File: config.mk
export PLATFORM = sky130hd
export DESIGN_NAME = rx_ring_ctrl
export DESIGN_NICKNAME = d
export VERILOG_FILES = /design/src/rtl/rxr_pkg.sv /design/src/rtl/rxr_page_step.sv /design/src/rtl/rxr_cfg_regs.sv /design/src/rtl/rxr_wr_ctrl.sv /design/src/rtl/rx_ring_ctrl.sv
export SDC_FILE = /design/constraint.sdc
export NUM_CORES = 1
export LEC_CHECK = 0
export BUFFER_PORTS_ARGS = -buffer_cell sky130_fd_sc_hd__buf_4
export CAP_MARGIN = 20
export CORE_MARGIN = 2
export CORE_UTILIZATION = 50
export DETAILED_ROUTE_END_ITERATION = 10
export PLACE_DENSITY = 0.75
export SLEW_MARGIN = 20
export SYNTH_ARGS = -nofsm -noshare
export SYNTH_HDL_FRONTEND = slang
export SYNTH_SLANG_ARGS = --single-unit
File: constraint.sdc
create_clock -name clk -period 8.25 [get_ports clk]
set_input_delay 0.4125 -clock clk [delete_from_list [all_inputs] [get_ports clk]]
set_output_delay 0.4125 -clock clk [all_outputs]
set_load 0.02 [all_outputs]
File: src/rtl/rxr_pkg.sv
package rxr_pkg;
  typedef enum logic [1:0] {
    SEL_START = 2'd0,
    SEL_STOP  = 2'd1,
    SEL_BND   = 2'd2,
    SEL_CUR   = 2'd3
  } cfg_sel_e;

  typedef enum logic [1:0] {
    ST_IDLE = 2'd0,
    ST_RECV = 2'd1,
    ST_DROP = 2'd2
  } rx_state_e;
endpackage

File: src/rtl/rxr_page_step.sv
// Next page in the circular window: page + 1, replaced by the first page
// when the increment lands on the end page.
module rxr_page_step #(
  parameter int PAGE_W = 8
) (
  input  logic [PAGE_W-1:0] page,
  input  logic [PAGE_W-1:0] start_pg,
  input  logic [PAGE_W-1:0] stop_pg,
  output logic [PAGE_W-1:0] next_pg
);
  logic [PAGE_W-1:0] inc;

  always_comb begin
    inc     = page + 1'b1;
    next_pg = (inc == stop_pg) ? start_pg : inc;
  end
endmodule

File: src/rtl/rxr_cfg_regs.sv
module rxr_cfg_regs
  import rxr_pkg::*;
#(
  parameter int          PAGE_W    = 8,
  parameter logic [7:0]  RST_START = 8'h40,
  parameter logic [7:0]  RST_STOP  = 8'h80
) (
  input  logic              clk,
  input  logic              rst_n,
  input  logic              run,
  input  logic              cfg_we,
  input  logic [1:0]        cfg_sel,
  input  logic [PAGE_W-1:0] cfg_wdata,
  input  logic              commit,
  input  logic [PAGE_W-1:0] commit_page,
  output logic [PAGE_W-1:0] start_pg,
  output logic [PAGE_W-1:0] stop_pg,
  output logic [PAGE_W-1:0] bnd_pg,
  output logic [PAGE_W-1:0] cur_pg
);
  logic [PAGE_W-1:0] start_q, start_d;
  logic [PAGE_W-1:0] stop_q,  stop_d;
  logic [PAGE_W-1:0] bnd_q,   bnd_d;
  logic [PAGE_W-1:0] cur_q,   cur_d;
  logic              win_we;

  always_comb begin
    win_we  = cfg_we && !run;
    start_d = start_q;
    stop_d  = stop_q;
    bnd_d   = bnd_q;
    cur_d   = cur_q;
    if (win_we && cfg_sel == SEL_START) start_d = cfg_wdata;
    if (win_we && cfg_sel == SEL_STOP)  stop_d  = cfg_wdata;
    if (win_we && cfg_sel == SEL_CUR)   cur_d   = cfg_wdata;
    if (cfg_we && cfg_sel == SEL_BND)   bnd_d   = cfg_wdata;
    if (commit)                         cur_d   = commit_page;
  end

  always_ff @(posedge clk or negedge rst_n) begin
    if (!rst_n) begin
      start_q <= PAGE_W'(RST_START);
      stop_q  <= PAGE_W'(RST_STOP);
      bnd_q   <= PAGE_W'(RST_START);
      cur_q   <= PAGE_W'(RST_START);
    end else begin
      start_q <= start_d;
      stop_q  <= stop_d;
      bnd_q   <= bnd_d;
      cur_q   <= cur_d;
    end
  end

  assign start_pg = start_q;
  assign stop_pg  = stop_q;
  assign bnd_pg   = bnd_q;
  assign cur_pg   = cur_q;

  // window registers frozen across consecutive running cycles
  p_win_frozen_r2: assert property (@(posedge clk) disable iff (!rst_n)
    (run && $past(run)) |-> ($stable(start_q) && $stable(stop_q)));

  // the current page moves while running only after a commit
  p_cur_hold_r5: assert property (@(posedge clk) disable iff (!rst_n)
    ($past(run) && !$past(commit)) |-> $stable(cur_q));
endmodule

File: src/rtl/rxr_wr_ctrl.sv
module rxr_wr_ctrl
  import rxr_pkg::*;
#(
  parameter int PAGE_W = 8,
  parameter int OFF_W  = 8,
  parameter int DATA_W = 8,
  localparam int ADDR_W = PAGE_W + OFF_W
) (
  input  logic              clk,
  input  logic              rst_n,
  input  logic              run,
  input  logic              rx_valid,
  input  logic              rx_sof,
  input  logic              rx_eof,
  input  logic              rx_err,
  input  logic [DATA_W-1:0] rx_data,
  input  logic [PAGE_W-1:0] start_pg,
  input  logic [PAGE_W-1:0] stop_pg,
  input  logic [PAGE_W-1:0] bnd_pg,
  input  logic [PAGE_W-1:0] cur_pg,
  output logic              mem_we,
  output logic [ADDR_W-1:0] mem_addr,
  output logic [DATA_W-1:0] mem_wdata,
  output logic              commit,
  output logic [PAGE_W-1:0] commit_page,
  output logic              frame_ok,
  output logic              frame_bad,
  output logic              ring_ovf
);
  rx_state_e         state_q, state_d;
  logic [ADDR_W-1:0] wptr_q, wptr_d;
  logic              ok_q, ok_d, bad_q, bad_d, ovf_q, ovf_d;
  logic              take, last_in_page, need_next, ovf_hit;
  logic [ADDR_W-1:0] wr_addr;
  logic [PAGE_W-1:0] np;

  always_comb begin
    take         = run && rx_valid && (rx_sof || state_q == ST_RECV);
    wr_addr      = rx_sof ? {cur_pg, {OFF_W{1'b0}}} : wptr_q;
    last_in_page = &wr_addr[OFF_W-1:0];
  end

  rxr_page_step #(.PAGE_W(PAGE_W)) u_step (
    .page     (wr_addr[ADDR_W-1:OFF_W]),
    .start_pg (start_pg),
    .stop_pg  (stop_pg),
    .next_pg  (np)
  );

  always_comb begin
    need_next = take && (rx_eof || last_in_page);
    ovf_hit   = need_next && (np == bnd_pg) && !(rx_eof && rx_err);
    state_d   = state_q;
    wptr_d    = wptr_q;
    ok_d      = 1'b0;
    bad_d     = 1'b0;
    ovf_d     = 1'b0;
    commit    = 1'b0;
    if (!run) begin
      state_d = ST_IDLE;
    end else if (take) begin
      wptr_d = last_in_page ? {np, {OFF_W{1'b0}}} : wr_addr + 1'b1;
      if (rx_eof) begin
        state_d = ST_IDLE;
        if (rx_err) begin
          bad_d = 1'b1;
        end else if (ovf_hit) begin
          bad_d = 1'b1;
          ovf_d = 1'b1;
        end else begin
          ok_d   = 1'b1;
          commit = 1'b1;
        end
      end else if (ovf_hit) begin
        state_d = ST_DROP;
        bad_d   = 1'b1;
        ovf_d   = 1'b1;
      end else begin
        state_d = ST_RECV;
      end
    end else if (state_q == ST_DROP && rx_valid && rx_eof) begin
      state_d = ST_IDLE;
    end
  end

  always_ff @(posedge clk or negedge rst_n) begin
    if (!rst_n) begin
      state_q <= ST_IDLE;
      wptr_q  <= '0;
      ok_q    <= 1'b0;
      bad_q   <= 1'b0;
      ovf_q   <= 1'b0;
    end else begin
      state_q <= state_d;
      ok_q    <= ok_d;
      bad_q   <= bad_d;
      ovf_q   <= ovf_d;
      if (take) wptr_q <= wptr_d;
    end
  end

  assign mem_we      = take;
  assign mem_addr    = wr_addr;
  assign mem_wdata   = rx_data;
  assign commit_page = np;
  assign frame_ok    = ok_q;
  assign frame_bad   = bad_q;
  assign ring_ovf    = ovf_q;

  // an overflow is always reported as a dropped frame
  p_ovf_is_bad_r7: assert property (@(posedge clk) disable iff (!rst_n)
    ring_ovf |-> frame_bad);

  // a frame is never both committed and dropped
  p_ok_bad_excl_r5: assert property (@(posedge clk) disable iff (!rst_n)
    !(frame_ok && frame_bad));

  // nothing reaches the memory while stopped
  p_no_write_stopped_r8: assert property (@(posedge clk) disable iff (!rst_n)
    !run |-> !mem_we);

  // consecutive bytes inside a page use consecutive addresses
  p_seq_addr_r3: assert property (@(posedge clk) disable iff (!rst_n)
    (mem_we && !rx_sof && $past(mem_we) && !$past(rx_eof) && $past(run)
     && ($past(mem_addr[OFF_W-1:0]) != {OFF_W{1'b1}}))
    |-> (mem_addr == $past(mem_addr) + 1'b1));
endmodule

File: src/rtl/rx_ring_ctrl.sv
module rx_ring_ctrl #(
  parameter int          PAGE_W    = 8,
  parameter int          OFF_W     = 8,
  parameter int          DATA_W    = 8,
  parameter logic [7:0]  RST_START = 8'h40,
  parameter logic [7:0]  RST_STOP  = 8'h80,
  localparam int         ADDR_W    = PAGE_W + OFF_W
) (
  input  logic              clk,
  input  logic              rst_n,
  input  logic              run,
  input  logic              cfg_we,
  input  logic [1:0]        cfg_sel,
  input  logic [PAGE_W-1:0] cfg_wdata,
  input  logic              rx_valid,
  input  logic              rx_sof,
  input  logic              rx_eof,
  input  logic              rx_err,
  input  logic [DATA_W-1:0] rx_data,
  output logic              mem_we,
  output logic [ADDR_W-1:0] mem_addr,
  output logic [DATA_W-1:0] mem_wdata,
  output logic [PAGE_W-1:0] ring_start,
  output logic [PAGE_W-1:0] ring_stop,
  output logic [PAGE_W-1:0] cur_page,
  output logic [PAGE_W-1:0] bnd_page,
  output logic              frame_ok,
  output logic              frame_bad,
  output logic              ring_ovf
);
  logic              commit;
  logic [PAGE_W-1:0] commit_page;

  rxr_cfg_regs #(
    .PAGE_W    (PAGE_W),
    .RST_START (RST_START),
    .RST_STOP  (RST_STOP)
  ) u_cfg (
    .clk         (clk),
    .rst_n       (rst_n),
    .run         (run),
    .cfg_we      (cfg_we),
    .cfg_sel     (cfg_sel),
    .cfg_wdata   (cfg_wdata),
    .commit      (commit),
    .commit_page (commit_page),
    .start_pg    (ring_start),
    .stop_pg     (ring_stop),
    .bnd_pg      (bnd_page),
    .cur_pg      (cur_page)
  );

  rxr_wr_ctrl #(
    .PAGE_W (PAGE_W),
    .OFF_W  (OFF_W),
    .DATA_W (DATA_W)
  ) u_wr (
    .clk         (clk),
    .rst_n       (rst_n),
    .run         (run),
    .rx_valid    (rx_valid),
    .rx_sof      (rx_sof),
    .rx_eof      (rx_eof),
    .rx_err      (rx_err),
    .rx_data     (rx_data),
    .start_pg    (ring_start),
    .stop_pg     (ring_stop),
    .bnd_pg      (bnd_page),
    .cur_pg      (cur_page),
    .mem_we      (mem_we),
    .mem_addr    (mem_addr),
    .mem_wdata   (mem_wdata),
    .commit      (commit),
    .commit_page (commit_page),
    .frame_ok    (frame_ok),
    .frame_bad   (frame_bad),
    .ring_ovf    (ring_ovf)
  );

  // a committed frame never coincides with a dropped one or an overflow
  p_ok_excl_ovf_r6: assert property (@(posedge clk) disable iff (!rst_n)
    frame_ok |-> !ring_ovf);
endmodule

== Word level (Yosys, flattened, before mapping) ==
Cells that the tools add are included.
Storage, ports and cells
  flip-flop bits (word level): 53
  input bits: 26
  output and inout bits: 60
Cells by class
  $add $sub $neg: 2
  eq/ne operators: 8
  muxes and demuxes: 24
  reduce and logical (&&, ||, !) cells: 21
Operator list (count)
  $mux 16: 2
  $mux 8: 3
  $add 16x1->16 const B: 1
  $eq 8x8->1: 2
  $mux 1: 14
  $logic_and 1x1->1: 13
  $mux 2: 5
  $add 8x1->8 const B: 1
  $reduce_and 8->1: 1
  $eq 2x2->1 const B: 3
  $eq 2x1->1 const B: 2
  $ne 3x1->1 const B: 1
  $logic_not 1->1: 2
  $logic_not 2->1: 1
  $logic_or 1x1->1: 2
  $reduce_and 2->1: 1
  $reduce_bool 2->1: 1

== Depth between registers and ports, before layout ==
  depth in word-level cells: 13
  mapped depth: 16
  mapped depth without buffers: 11

== By module ==
A second synthesis with hierarchy kept.
Second synthesis, totals
  cells, all modules: 301
  area total of the unflattened synthesis: 3204.3 sq um
By module, submodules not included
  rxr_wr_ctrl: instances 1, cells an instance 169, area an instance 1521.5 sq um, sequential area each 525.5 sq um
  rxr_cfg_regs: instances 1, cells an instance 87, area an instance 1290.0 sq um, sequential area each 805.8 sq um
  rxr_page_step: instances 1, cells an instance 45, area an instance 392.9 sq um, sequential area each 0.0 sq um

== Worst setup path after synthesis ==
No wires, ideal clock.
  path type: in2reg
  start point: in rx_sof
  end point: reg u_cfg.cur_q[6] (netlist: u_cfg.cur_pg[6])
  library setup time: 0.075 ns
  arrival time: 3.464 ns
  required time: 8.175 ns
  path slack: 4.711 ns
  cell stages on the path: 16
  path through: buf_6 -> buf_8 -> clkbuf_1 -> clkbuf_1 -> nor2b_1 -> ha_1 -> nand4_1 -> nor3_2 -> nand2b_1 -> a21oi_1 -> nand4_1 -> mux2i_1 -> o2111ai_1 -> o21ai_1 -> buf_6 -> mux2i_1
Between the ends
  elaborated cells on any way between the ends: 19
  those cells by class: add/sub (1); eq/ne (2); mux (8); reduce/logical (8)
RTL lines
  start: declaration: line rx_ring_ctrl.sv:16  | input logic rx_sof,
  $mux 16 *: line rxr_wr_ctrl.sv:39  | wr_addr = rx_sof ? {cur_pg, {OFF_W{1'b0}}} : wptr_q;
  via mem_addr[1]: line rx_ring_ctrl.sv:21  | output logic [ADDR_W-1:0] mem_addr,
  $reduce_and 8->1 *: line rxr_wr_ctrl.sv:40  | last_in_page = &wr_addr[OFF_W-1:0];
  $logic_or 1x1->1 *: line rxr_wr_ctrl.sv:51  | need_next = take && (rx_eof || last_in_page);
  $logic_and 1x1->1 *: line rxr_wr_ctrl.sv:51
  $logic_and 1x1->1 * (2 in a row): line rxr_wr_ctrl.sv:52  | ovf_hit = need_next && (np == bnd_pg) && !(rx_eof && rx_err);
  $mux 1 *: line rxr_wr_ctrl.sv:67  | end else if (ovf_hit) begin
  $mux 1 *: line rxr_wr_ctrl.sv:65  | if (rx_err) begin
  $mux 1 *: line rxr_wr_ctrl.sv:63  | if (rx_eof) begin
  $mux 1 *: line rxr_wr_ctrl.sv:61  | end else if (take) begin
  $mux 1 *: line rxr_wr_ctrl.sv:59  | if (!run) begin
  $mux 8 or $reduce_bool 2->1 (tied branches)
  end signal: assignment: line rxr_cfg_regs.sv:45  | cur_q <= PAGE_W'(RST_START);
  end signal: assignment: line rxr_cfg_regs.sv:50  | cur_q <= cur_d;
  end: declaration: line rxr_cfg_regs.sv:24  | logic [PAGE_W-1:0] cur_q, cur_d;
Mark *: on every way through the listed nets, which the timed path passes. The rest lies on a longest branch.
A chain may end at the register's enable or synchronous reset.

== Final worst setup path ==
  start point: in rx_sof
  end point: reg u_cfg.cur_q[5] (netlist: u_cfg.cur_pg[5])
Between the ends
  word-level cells in the longest chain between the ends: 13
  elaborated cells on any way between the ends: 19
  those cells by class: add/sub (1); eq/ne (2); mux (8); reduce/logical (8)
Ends and longest elaborated chain
  $mux 16: line rxr_wr_ctrl.sv:39
  $add 8x1->8: line rxr_page_step.sv:14  | inc = page + 1'b1;
  $eq 8x8->1: line rxr_page_step.sv:15  | next_pg = (inc == stop_pg) ? start_pg : inc;
  $mux 8: line rxr_page_step.sv:15
  $eq 8x8->1: line rxr_wr_ctrl.sv:52
  $logic_and 1x1->1 (2 in a row): line rxr_wr_ctrl.sv:52
  $mux 1: line rxr_wr_ctrl.sv:67
  $mux 1: line rxr_wr_ctrl.sv:65
  $mux 1: line rxr_wr_ctrl.sv:63
  $mux 1: line rxr_wr_ctrl.sv:61
  $mux 1: line rxr_wr_ctrl.sv:59
  $mux 8 or $reduce_bool 2->1 (tied branches)
Parallel ways exist; a longest one is shown, timed or not.

==> out/qor.yml <==
global_routing:
  gr-total-overflow: 0
  grt_pass1_wl_um: 13300
  grt_use_met3: 0.0457
  grt_use_met1: 0.320
  grt_pass1_vias: 2619
  grt_use_total: 0.226
  grt_busiest_layer: "met2"
  grt_max_degree: 54
  antenna_found_initial: 0
  use_met2: 0.361
timing:
  fin_crit_sh: 0.463
  rsz0062_at_grt: "false"
  finalHoldViolCount: 0
  fmax_mhz: 262
  skew_ns: 0.00915
  drv_slew: 0
  slew_headroom: 0.309
  fin_crit_ns: 3.82
  worst_pin_slew_ns: 1.03
  setup-violations-final: 0
  setup_tns_ns: 0
worst_setup_path:
  r2r-start: "u_cfg.cur_pg[0]"
  required_ns: 8.48
  crit_path_frequent_cell: "mux2i_1"
  cp.depth: 11
  timing.rr.end: "u_cfg.cur_pg[5]"
  reg2regPathDepth: 11
  cp-end-kind: "register"
  crit_buf_inv: 1
  cp_max_fo: 35
  crit_family: "multiplexers"
  path_cells: "buf_4 > mux2_2 > ha_1 > xnor3_1 > nor3_1 > and4bb_4 > nand3_4 > mux2i_1 > o2111ai_1 > o21ai_1 > mux2i_1"
  worstSetupEndpoint: "u_cfg.cur_pg[5]"
  startpoint: "rx_sof"
  crit_slowest_cell: "o21ai_1"
  arrival_ns: 4.05
  cp-start-kind: "input port"
  critPathMaxStageDelay_ns: 0.80
  path_class: "in -> reg"
  rrSetupSlack_ns: 4.52
die:
  io_pins: 86
  die_h_um: 86.7
  core_area_mm2: 0.00672
  die_area_mm2: 0.00752
  rows: 30
  fp.dieW_um: 86.7
  start_util: 0.509
synthesis:
  avgSynthCellArea_um2: 10.6
  syn_area_mm2: 0.00342
  yosys_warnings: 0
  yosys-top-cells-count: "dfrtp_1, mux2i_1, mux2_2, nand2_1, o21ai_0"
  ys_types: 63
  yosys.area.top_type_share: 0.358
  syn_inst: 323
  synthesis.nets: 351
  synth_top_area_cell: "dfrtp_1"
  netlist_top_cells_area: "dfrtp_1, mux2_2, mux2i_1"
  synth-seq-cells: 53
  async_flop_share: 1.00
  ys_seq_area_frac: 0.389
  yosysMostFrequentCell: "dfrtp_1"
  synth_edf_count: 0
  synthFlopType: "dfrtp_1"
clock_network:
  path_clk_slew_ns: 0.10
  ctsHoldBuffers: 0
  cts-root-buf: "clkbuf_8"
  cts_resized: 0
  cts_buffers: 5
  htree_levels: 2
  cts_tree: "built"
  postCtsSetupBuffers: 0
  clockBufferDepth: 2
  clock_latency_ns: 0.31
  cts_sinks: 53
power:
  leakagePower_nw: 1.98
  power-per-cell-area_mw_per_mm2: 273
  peakVddDrop_mv: 0.145
place:
  placed_cells: 455
  port_buffers: 69
  dpl.hpwl_um: 6130
  gp_congestion: 1.01
route:
  first_iter_violations: 201
  vias_per_cell: 5.77
  vias: 2671
  drtAntennaViolNets: 0
  wl_per_cell_um: 17.8
  firstDrtPassIters: 5
  drcViolationCount: 0
  drt_wl_total_um: 8250
finish:
  num_antenna_cells: 0
  fin_nets: 410
  final-instance-count-excl-fill: 463
  drive_above_1_share: 0.342
  area_growth_pct: 18.0
  fillers: 564
min_path:
  hp-class: "in -> async"
status:
  outcome: "finished clean"
flow_run:
  cap_violations: 0
==> worst min-delay path by stage <==
stage,startpoint,to,slack [ns],depth (start not counted)
finish,rst_n,u_wr.wptr_q[6],0.12,1
global route,rst_n,u_wr.wptr_q[6],0.17,1
CTS,rst_n,u_wr.wptr_q[6],0.16,1
detailed placement,u_wr.wptr_q[0],u_wr.wptr_q[0],0.49,2
global placement,u_wr.wptr_q[1],u_wr.wptr_q[1],0.47,2
floorplan,rst_n,u_cfg.bnd_pg[0],0.12,0
==> layout by cell type, fill, tap and decap left out, types with 2 or more instances in the layout <==
master     instances
mux2i_2            4
nand3b_1           5
dfrtp_1           49
nand3_1            8
and3_1             4
a22o_1             2
ha_1               2
xnor3_1            4
nor3_1             4
xnor2_1           11
mux2i_1           27
nor2_1            14
nand4_1            3
and2_1             2
buf_4             71
xnor2_2            2
dfstp_2            4
nand2_1           25
mux2_2            25
a21oi_1           11
xor2_1             8
inv_1             14
o21ai_0           20
o31ai_1            4
a31oi_1            2
clkbuf_8           5
a21boi_0           2
nor2b_1           10
nand2b_1           2
a2111oi_0          2
a211oi_1           2
a21o_1             3
==> power by group <==
| part | leakage (nW) | switching (mW) | total [mW] | internal [mW] |
|---|---|---|---|---|
| logic | 1.27 | 0.278 | 0.515 | 0.237 |
| registers | 0.657 | 0.0852 | 0.407 | 0.322 |
| clock network | 0.0554 | 0.0900 | 0.181 | 0.0913 |
| total | 1.98 | 0.453 | 1.10 | 0.651 |
==> area by class of cell <==
class	count	area, um2	area share
repair buffers	71	533	0.132
inverters	16	60.1	0.0149
clock buffers	6	72.6	0.0180
clock inverters	2	38.8	0.00960
multi-input cells	235	1900	0.471
well taps	80	100	0.0248
flip-flops and latches	53	1330	0.330
==> per-layer routing <==
layer	up-vias	wire [um]
met5	-	0
met4	0	61
met3	7	466
met2	84	3920
met1	1313	3810
li1	1267	-
==> registers in the layout, indices dropped and copies added (netlist names) <==
register and flops:
u_cfg.cur_pg 8, u_wr.frame_bad 1, u_wr.state_q 2, u_wr.frame_ok 1
u_cfg.start_pg 8, u_wr.wptr_q 16, u_cfg.bnd_pg 8, u_wr.ring_ovf 1
u_cfg.stop_pg 8
==> per-stage QoR <==
step	hold WS, ns	worst slack (ns)	cell area [um2]	utilization	power [mW]
floorplan	0.117	4.71	3420	-	0.744
global placement	0.468	4.22	3930	0.585	0.913
detailed placement	0.494	4.13	3930	0.585	0.925
CTS	0.158	4.45	4040	0.601	1.11
global route	0.174	4.16	4040	0.601	1.16
finish	0.125	4.43	4040	0.601	1.10
==> logic make-up (layout without fill, tap and decap cells) <==
| family | count (synthesis) | count (layout) | synth area share |
|---|---|---|---|
| mux | 57 | 57 | 0.182 |
| compound gates | 61 | 61 | 0.123 |
| xor+xnor | 25 | 25 | 0.0844 |
| buf+inv | 35 | 95 | 0.0570 |
| fa+ha+maj | 2 | 2 | 0.00731 |
| simple gates | 90 | 90 | 0.158 |
| flops | 53 | 53 | 0.389 |
No activity file was read; power rests on OpenSTA's default activity.
